==> src/rtl/blk_dec_pkg.sv <==
package blk_dec_pkg;

  function automatic int count_zeros(input int n, input longint unsigned used);
    int c = 0;
    for (int k = 0; k < n; k++) if (!used[k]) c++;
    return c;
  endfunction

  // position of output k among the unused outputs
  function automatic int spare_rank(input int k, input longint unsigned used);
    int c = 0;
    for (int j = 0; j < k; j++) if (!used[j]) c++;
    return c;
  endfunction

endpackage

==> src/rtl/blk_dec_stage.sv <==
module blk_dec_stage #(
  parameter int DEC_W = 3,
  localparam int OUTS = 1 << DEC_W
) (
  input  logic             en_i,
  input  logic [DEC_W-1:0] sel_i,
  output logic [OUTS-1:0]  y_no
);
  for (genvar k = 0; k < OUTS; k++) begin : g_out
    assign y_no[k] = ~(en_i && (sel_i == DEC_W'(k)));
  end
endmodule

==> src/rtl/blk_dec_merge.sv <==
module blk_dec_merge #(
  parameter int N = 2
) (
  input  logic [N-1:0] sel_ni,
  output logic         sel_no
);
  // negative-logic OR: low when any input is low
  assign sel_no = &sel_ni;
endmodule

==> src/rtl/blk_dec_spare.sv <==
module blk_dec_spare #(
  parameter int              N    = 8,
  parameter longint unsigned USED = 0,
  localparam int             SW   = blk_dec_pkg::count_zeros(N, USED)
) (
  input  logic [N-1:0]  y_ni,
  output logic [SW-1:0] spare_no
);
  for (genvar k = 0; k < N; k++) begin : g_sp
    if (!USED[k]) begin : g_take
      assign spare_no[blk_dec_pkg::spare_rank(k, USED)] = y_ni[k];
    end
  end
endmodule

==> src/rtl/blk_addr_decoder.sv <==
module blk_addr_decoder #(
  parameter int ADDR_W    = 16,
  parameter int DEC_W     = 3,
  parameter int RAM_BLK   = 2,
  parameter int ROMB_BLK  = 1,
  parameter int SUB_BLK   = 4,
  parameter int ROMS_SUB  = 0,
  parameter int ADC_SUB   = 1,
  parameter int LCD_SUB   = 2,
  localparam int OUTS     = 1 << DEC_W,
  localparam int SPARE_W  = 2 * OUTS - 7
) (
  input  logic [ADDR_W-1:0]  addr_i,
  input  logic               addr_valid_i,
  output logic               ram_cs_no,
  output logic               rom_big_cs_no,
  output logic               rom_small_cs_no,
  output logic               adc_cs_no,
  output logic               lcd_cs_no,
  output logic [SPARE_W-1:0] spare_cs_no
);
  localparam int TOP_LSB = ADDR_W - DEC_W;
  localparam int SUB_LSB = TOP_LSB - DEC_W;
  localparam longint unsigned USED1 =
      (longint'(1) << RAM_BLK) | (longint'(1) << (RAM_BLK + 1)) |
      (longint'(1) << ROMB_BLK) | (longint'(1) << SUB_BLK);
  localparam longint unsigned USED2 =
      (longint'(1) << ROMS_SUB) | (longint'(1) << ADC_SUB) | (longint'(1) << LCD_SUB);
  localparam int SP1_W = OUTS - 4;
  localparam int SP2_W = OUTS - 3;

  logic [OUTS-1:0]  s1_n, s2_n;
  logic             sub_en;
  logic [SP1_W-1:0] sp1_n;
  logic [SP2_W-1:0] sp2_n;

  blk_dec_stage #(.DEC_W(DEC_W)) u_top (
    .en_i (addr_valid_i),
    .sel_i(addr_i[ADDR_W-1:TOP_LSB]),
    .y_no (s1_n)
  );

  assign sub_en = ~s1_n[SUB_BLK];

  blk_dec_stage #(.DEC_W(DEC_W)) u_sub (
    .en_i (sub_en),
    .sel_i(addr_i[TOP_LSB-1:SUB_LSB]),
    .y_no (s2_n)
  );

  blk_dec_merge #(.N(2)) u_ram (
    .sel_ni(s1_n[RAM_BLK+1:RAM_BLK]),
    .sel_no(ram_cs_no)
  );

  assign rom_big_cs_no   = s1_n[ROMB_BLK];
  assign rom_small_cs_no = s2_n[ROMS_SUB];
  assign adc_cs_no       = s2_n[ADC_SUB];
  assign lcd_cs_no       = s2_n[LCD_SUB];

  blk_dec_spare #(.N(OUTS), .USED(USED1)) u_sp1 (.y_ni(s1_n), .spare_no(sp1_n));
  blk_dec_spare #(.N(OUTS), .USED(USED2)) u_sp2 (.y_ni(s2_n), .spare_no(sp2_n));

  assign spare_cs_no = {sp2_n, sp1_n};
endmodule

==> config.mk <==
export PLATFORM = sky130hd
export DESIGN_NAME = blk_addr_decoder
export DESIGN_NICKNAME = d
export VERILOG_FILES = /design/src/rtl/blk_dec_pkg.sv /design/src/rtl/blk_dec_stage.sv /design/src/rtl/blk_dec_merge.sv /design/src/rtl/blk_dec_spare.sv /design/src/rtl/blk_addr_decoder.sv
export SDC_FILE = /design/constraint.sdc
export NUM_CORES = 1
export LEC_CHECK = 0
export ABC_AREA = 1
export BUFFER_PORTS_ARGS = -buffer_cell sky130_fd_sc_hd__buf_4
export CAP_MARGIN = 15
export CORE_AREA = 2 2 39 41
export DETAILED_ROUTE_END_ITERATION = 6
export DIE_AREA = 0 0 41 43
export PLACE_DENSITY_LB_ADDON = 0.2
export SLEW_MARGIN = 30
export SYNTH_ARGS = -nofsm -noshare
export SYNTH_HDL_FRONTEND = slang
export SYNTH_SLANG_ARGS = --single-unit
==> constraint.sdc <==
create_clock -name vclk -period 1.32
set_clock_uncertainty 0.15 [all_clocks]
set_input_delay 0.264 -clock vclk [all_inputs]
set_output_delay 0.264 -clock vclk [all_outputs]
set_load 0.02 [all_outputs]
Word level (Yosys, flattened, before mapping)
Cells that the tools add are included.
{"block": "totals", "reg_bits": 0, "latch_bits": 0, "ramBits": 0, "rom_bits": 0, "inputBits": 17, "elab_cells": 48, "memories": 0}
{"block": "op_classes", "add_sub_neg": 0, "mul": 0, "n_div": 0, "order_cmp": 0, "n_eq_ne": 14, "n_shift": 0, "muxes": 0, "bitwise_logic": 15, "reduce_logical": 19}
{"cell": "$eq 3x3->1 const B", "n": 8}
{"cell": "$logic_and 1x1->1", "n": 16}
{"cell": "$not 1->1", "n": 15}
{"cell": "$eq 3x2->1 const B", "n": 4}
{"cell": "$eq 3x1->1 const B", "n": 2}
{"cell": "$logic_not 3->1", "n": 2}
{"cell": "$reduce_and 2->1", "n": 1}

Depth between registers and ports, before layout
{"block": "logic_depth", "word_depth": 4, "ltp_mapped": 4, "ltp_nobuf": 4}

Hierarchy
Synthesis repeated with hierarchy kept, for this count alone.
{"block": "hier_totals", "cells_unflattened": 50, "hier_area_um2": 226.5}
{"mod": "blk_dec_stage", "n_inst": 2, "cells_per_inst": 19, "area_per_inst_um2": 73.8, "seq_area_each_um2": 0.0}
{"mod": "blk_dec_spare (u_sp2)", "n_inst": 1, "cells_per_inst": 5, "area_per_inst_um2": 37.5, "seq_area_each_um2": 0.0}
{"mod": "blk_dec_spare (u_sp1)", "n_inst": 1, "cells_per_inst": 4, "area_per_inst_um2": 30.0, "seq_area_each_um2": 0.0}
{"mod": "blk_dec_merge", "n_inst": 1, "cells_per_inst": 2, "area_per_inst_um2": 7.5, "seq_area_each_um2": 0.0}
{"mod": "blk_addr_decoder", "n_inst": 1, "cells_per_inst": 1, "area_per_inst_um2": 3.8, "seq_area_each_um2": 0.0}

Worst setup path before layout
OpenSTA, ideal clock, no wires.
{"block": "synth_path", "path_type": "input -> output", "start": "in addr_i[13]", "end": "out adc_cs_no", "arrival_ns": 0.732, "path_slack_ns": 0.174, "stages": 4, "path_cell_list": "inv_1 -> nand2_1 -> nor2_4 -> nand2_1"}
{"block": "synth_between", "elab_chain_cells": 4}
{"item": "start, declared", "line": "blk_addr_decoder.sv:13", "rtl": "input logic [ADDR_W-1:0] addr_i,"}
{"item": "$eq 3x3->1", "line": "blk_dec_stage.sv:10", "rtl": "assign y_no[k] = ~(en_i && (sel_i == DEC_W'(k)));"}
{"item": "$logic_and 1x1->1 (2 in a row)", "line": "blk_dec_stage.sv:10"}
{"item": "$not 1->1", "line": "blk_dec_stage.sv:10"}
{"item": "end, declared", "line": "blk_addr_decoder.sv:18", "rtl": "output logic adc_cs_no,"}
No other way between the ends.

Worst setup path in the final report
{"block": "layout_path", "start": "in addr_i[14]", "end": "out spare_cs_no[6]"}
{"block": "layout_between", "elab_chain_cells": 4}
{"item": "$eq 3x3->1", "line": "blk_dec_stage.sv:10"}
{"item": "$logic_and 1x1->1 (2 in a row)", "line": "blk_dec_stage.sv:10"}
{"item": "$not 1->1", "line": "blk_dec_stage.sv:10"}
{"item": "end, declared", "line": "blk_addr_decoder.sv:20", "rtl": "output logic [SPARE_W-1:0] spare_cs_no"}
No other way between the ends.

==> impl_metrics.prom <==
# TYPE chip_impl_metric gauge
chip_impl_metric{name="drt_first_pass_iters",unit=""} 4
chip_impl_metric{name="synth.avg_cell_area",unit="um2"} 4.23
chip_impl_info{name="timing.hold.worst.class",value="in2out"} 1
chip_impl_metric{name="critPathRequiredTime",unit="ns"} 0.91
chip_impl_metric{name="rows",unit=""} 14
chip_impl_info{name="path_cells",value="buf_8 -> inv_6 -> nand2_4 -> nor2_4 -> nand2_1 -> buf_6"} 1
chip_impl_metric{name="die_width",unit="um"} 41
chip_impl_metric{name="synth.yosys.warnings",unit=""} 0
chip_impl_metric{name="achievable_frequency",unit="MHz"} 763
chip_impl_metric{name="detail_route.wirelength",unit="um"} 653
chip_impl_metric{name="layout_min_cycle_time",unit="ns"} 1.31
chip_impl_metric{name="path_buf_inv",unit=""} 3
chip_impl_metric{name="syn-num-nets",unit=""} 54
chip_impl_metric{name="dr_total_vias",unit=""} 296
chip_impl_metric{name="layout-area-overhead-vs-synth",unit="%"} 181
chip_impl_metric{name="insertedDiodeCount",unit=""} 0
chip_impl_metric{name="ant_nets",unit=""} 0
chip_impl_metric{name="design.die.area",unit="mm2"} 0.00176
chip_impl_metric{name="floorplan.initialDensity",unit=""} 0.113
chip_impl_metric{name="detail_route.vias_per_cell",unit=""} 3.84
chip_impl_metric{name="n_clock_buffer",unit=""} 0
chip_impl_info{name="synth_most_common_cell",value="sky130_fd_sc_hd__nand2_1"} 1
chip_impl_metric{name="worst_slew_margin_rel",unit=""} 0.842
chip_impl_metric{name="number_of_setup_violations_in_the_final_report",unit=""} 0
chip_impl_metric{name="buffer_ports.inserted",unit=""} 21
chip_impl_metric{name="comb_power_share",unit=""} 1.000
chip_impl_metric{name="grtUsageMet3",unit=""} 0
chip_impl_metric{name="antenna_found_initial",unit=""} 0
chip_impl_metric{name="sequential_element_share_of_the_synthesized_area",unit=""} 0
chip_impl_metric{name="grt.met1_usage",unit=""} 0.0949
chip_impl_metric{name="netlist.area_leader.share",unit=""} 0.360
chip_impl_metric{name="io_pins",unit=""} 31
chip_impl_metric{name="cp_max_fo",unit=""} 8
chip_impl_metric{name="synth_cell_types",unit=""} 7
chip_impl_info{name="rsz0062_at_grt",value="yes"} 1
chip_impl_metric{name="rd_place_congestion",unit=""} 0.722
chip_impl_metric{name="grt_start_max_net_pins",unit=""} 9
chip_impl_info{name="crit_slowest_cell",value="sky130_fd_sc_hd__nor2_4"} 1
chip_impl_metric{name="power.static_leakage",unit="nW"} 0.209
chip_impl_metric{name="post-route-period-util",unit=""} 0.993
chip_impl_info{name="run_status",value="complete, no violations"} 1
chip_impl_metric{name="postSynthCellCount",unit=""} 37
chip_impl_metric{name="floorplan.die.height",unit="um"} 43
chip_impl_metric{name="remaining_drc_errors",unit=""} 0
chip_impl_metric{name="core_area",unit="mm2"} 0.00138
chip_impl_metric{name="detailedRoute.firstIterationViolations",unit=""} 4
chip_impl_metric{name="final.fill_count",unit=""} 156
chip_impl_info{name="busiest_layer",value="met2"} 1
chip_impl_metric{name="seqPwrFrac",unit=""} 0
chip_impl_metric{name="power.density",unit="mW/mm2"} 214
chip_impl_metric{name="hold_viol_final",unit=""} 0
chip_impl_metric{name="cap_viol_max_count",unit=""} 0
chip_impl_metric{name="layout.core_utilization",unit=""} 0.317
chip_impl_metric{name="clockPowerShare",unit=""} 0
chip_impl_info{name="synth.area.top_cells",value="sky130_fd_sc_hd__nand2_1 (36%), sky130_fd_sc_hd__nor2_1 (24%), sky130_fd_sc_hd__inv_1 (14%)"} 1
chip_impl_info{name="cp-start-kind",value="primary input"} 1
chip_impl_metric{name="timing.critical_path.arrival",unit="ns"} 0.90
chip_impl_metric{name="mappedNetlistArea",unit="um2"} 156
chip_impl_info{name="crit_family",value="simple AND/OR/NAND/NOR gates"} 1
chip_impl_info{name="crit_type",value="in2out"} 1
chip_impl_metric{name="global_route_wire_length_before_repair",unit="um"} 834
chip_impl_metric{name="vdd.ir_drop.worst",unit="mV"} 0.0736
chip_impl_metric{name="slowest_delay",unit="ns"} 0.20
chip_impl_metric{name="power.switching",unit="mW"} 0.0482
chip_impl_info{name="post-synth-top-area-cell",value="sky130_fd_sc_hd__nand2_1"} 1
chip_impl_metric{name="groute.usage.overall",unit=""} 0.0619
chip_impl_metric{name="grt_overflow_total",unit=""} 0
chip_impl_metric{name="routedWlPerCell",unit="um"} 8.48
chip_impl_info{name="synth_commonest_cells",value="sky130_fd_sc_hd__nand2_1 (15), sky130_fd_sc_hd__nor2_1 (10), sky130_fd_sc_hd__inv_1 (6), sky130_fd_sc_hd__nand3_1 (2), sky130_fd_sc_hd__nand4_1 (2)"} 1
chip_impl_metric{name="seqCellArea",unit="um2"} 0
chip_impl_metric{name="final-max-slew-violation-count",unit=""} 0
chip_impl_metric{name="finish.net_count",unit=""} 80
chip_impl_info{name="timing.critical_path.to_type",value="primary output"} 1
chip_impl_metric{name="p_int",unit="mW"} 0.0458
chip_impl_metric{name="dp_hpwl",unit="um"} 494
chip_impl_metric{name="vias_in_the_first_global_route",unit=""} 207
chip_impl_metric{name="grtUsageMet2",unit=""} 0.100
chip_impl_metric{name="layout-drive-gt1-share",unit=""} 0.557
chip_impl_metric{name="timing.hold.ws",unit="ns"} 0.685
chip_impl_metric{name="tightest_slew",unit="ns"} 0.236
chip_impl_metric{name="layout.sequential_cells",unit=""} 0
chip_impl_metric{name="switching_share",unit=""} 0.513
==> worst paths after layout <==
kind	slack, ns	cells past startpoint	from	endpoint
max	0.009	6	addr_i[14]	spare_cs_no[6]
min	0.69	3	addr_valid_i	spare_cs_no[1]
==> per-stage QoR <==
stage / instance area, um2 / TNS (ns) / power [mW] / setup WS [ns] / cells
floorplan: 156 / 0 / 0.0331 / 0.174 / 37
global placement: 349 / -0.235 / 0.0762 / -0.0379 / 76
detailed placement: 349 / -0.176 / 0.0754 / -0.0327 / 76
CTS: 403 / -0.00178 / 0.0853 / -0.00165 / 76
global route: 439 / -0.112 / 0.103 / -0.0309 / 77
finish: 439 / 0 / 0.0939 / 0.00945 / 77
==> per-layer routing <==
metal / share of wire / routed length (um)
met1: 0.38 / 245
met2: 0.61 / 396
met3: 0.017 / 11
met4: 0 / 0
met5: 0 / 0
==> cells by family (layout without fill, tap and decap cells) <==
group	count (synthesis)	count (layout)	share of synthesized area
AND/OR/NAND/NOR	31	31	0.856
buffers and inverters	6	30	0.144
==> cell type report <==
class              instances  area (um2)  area share
multi-input cells         31         154       0.350
well taps                 16        20.0      0.0456
repair buffers            24         233       0.530
inverters                  6        32.5      0.0741
==> placed cells by master, fill, tap and decap left out, types with 2 or more instances in the layout <==
cell and count:
sky130_fd_sc_hd__buf_4 12, sky130_fd_sc_hd__inv_1 4, sky130_fd_sc_hd__buf_8 2, sky130_fd_sc_hd__nand4_1 2, sky130_fd_sc_hd__buf_6 10, sky130_fd_sc_hd__nand2_2 6, sky130_fd_sc_hd__nor2_1 10, sky130_fd_sc_hd__nand3_1 2
sky130_fd_sc_hd__nand2_1 9
==> power by group through the flow <==
| stage | Clock (mW) | Sequential (mW) | Combinational, mW |
|---|---|---|---|
| 2_1_floorplan | 0 | 0 | 0.0331 |
| 3_3_place_gp | 0 | 0 | 0.0762 |
| 3_5_place_dp | 0 | 0 | 0.0754 |
| 4_1_cts | 0 | 0 | 0.0853 |
| 5_1_grt | 0 | 0 | 0.103 |
| 6_report | 0 | 0 | 0.0939 |
==> what timing repair did <==
| item | CTS | global route |
|---|---|---|
| hold buffers | 0 | 0 |
| pin swaps | 7 | 8 |
| buffers inserted | 0 | 1 |
| endpoints found under the hold margin | 0 | 0 |
| setup endpoints to repair | 8 | 8 |
| resized for setup | 18 | 10 |
(Power assumes the default switching activity.)
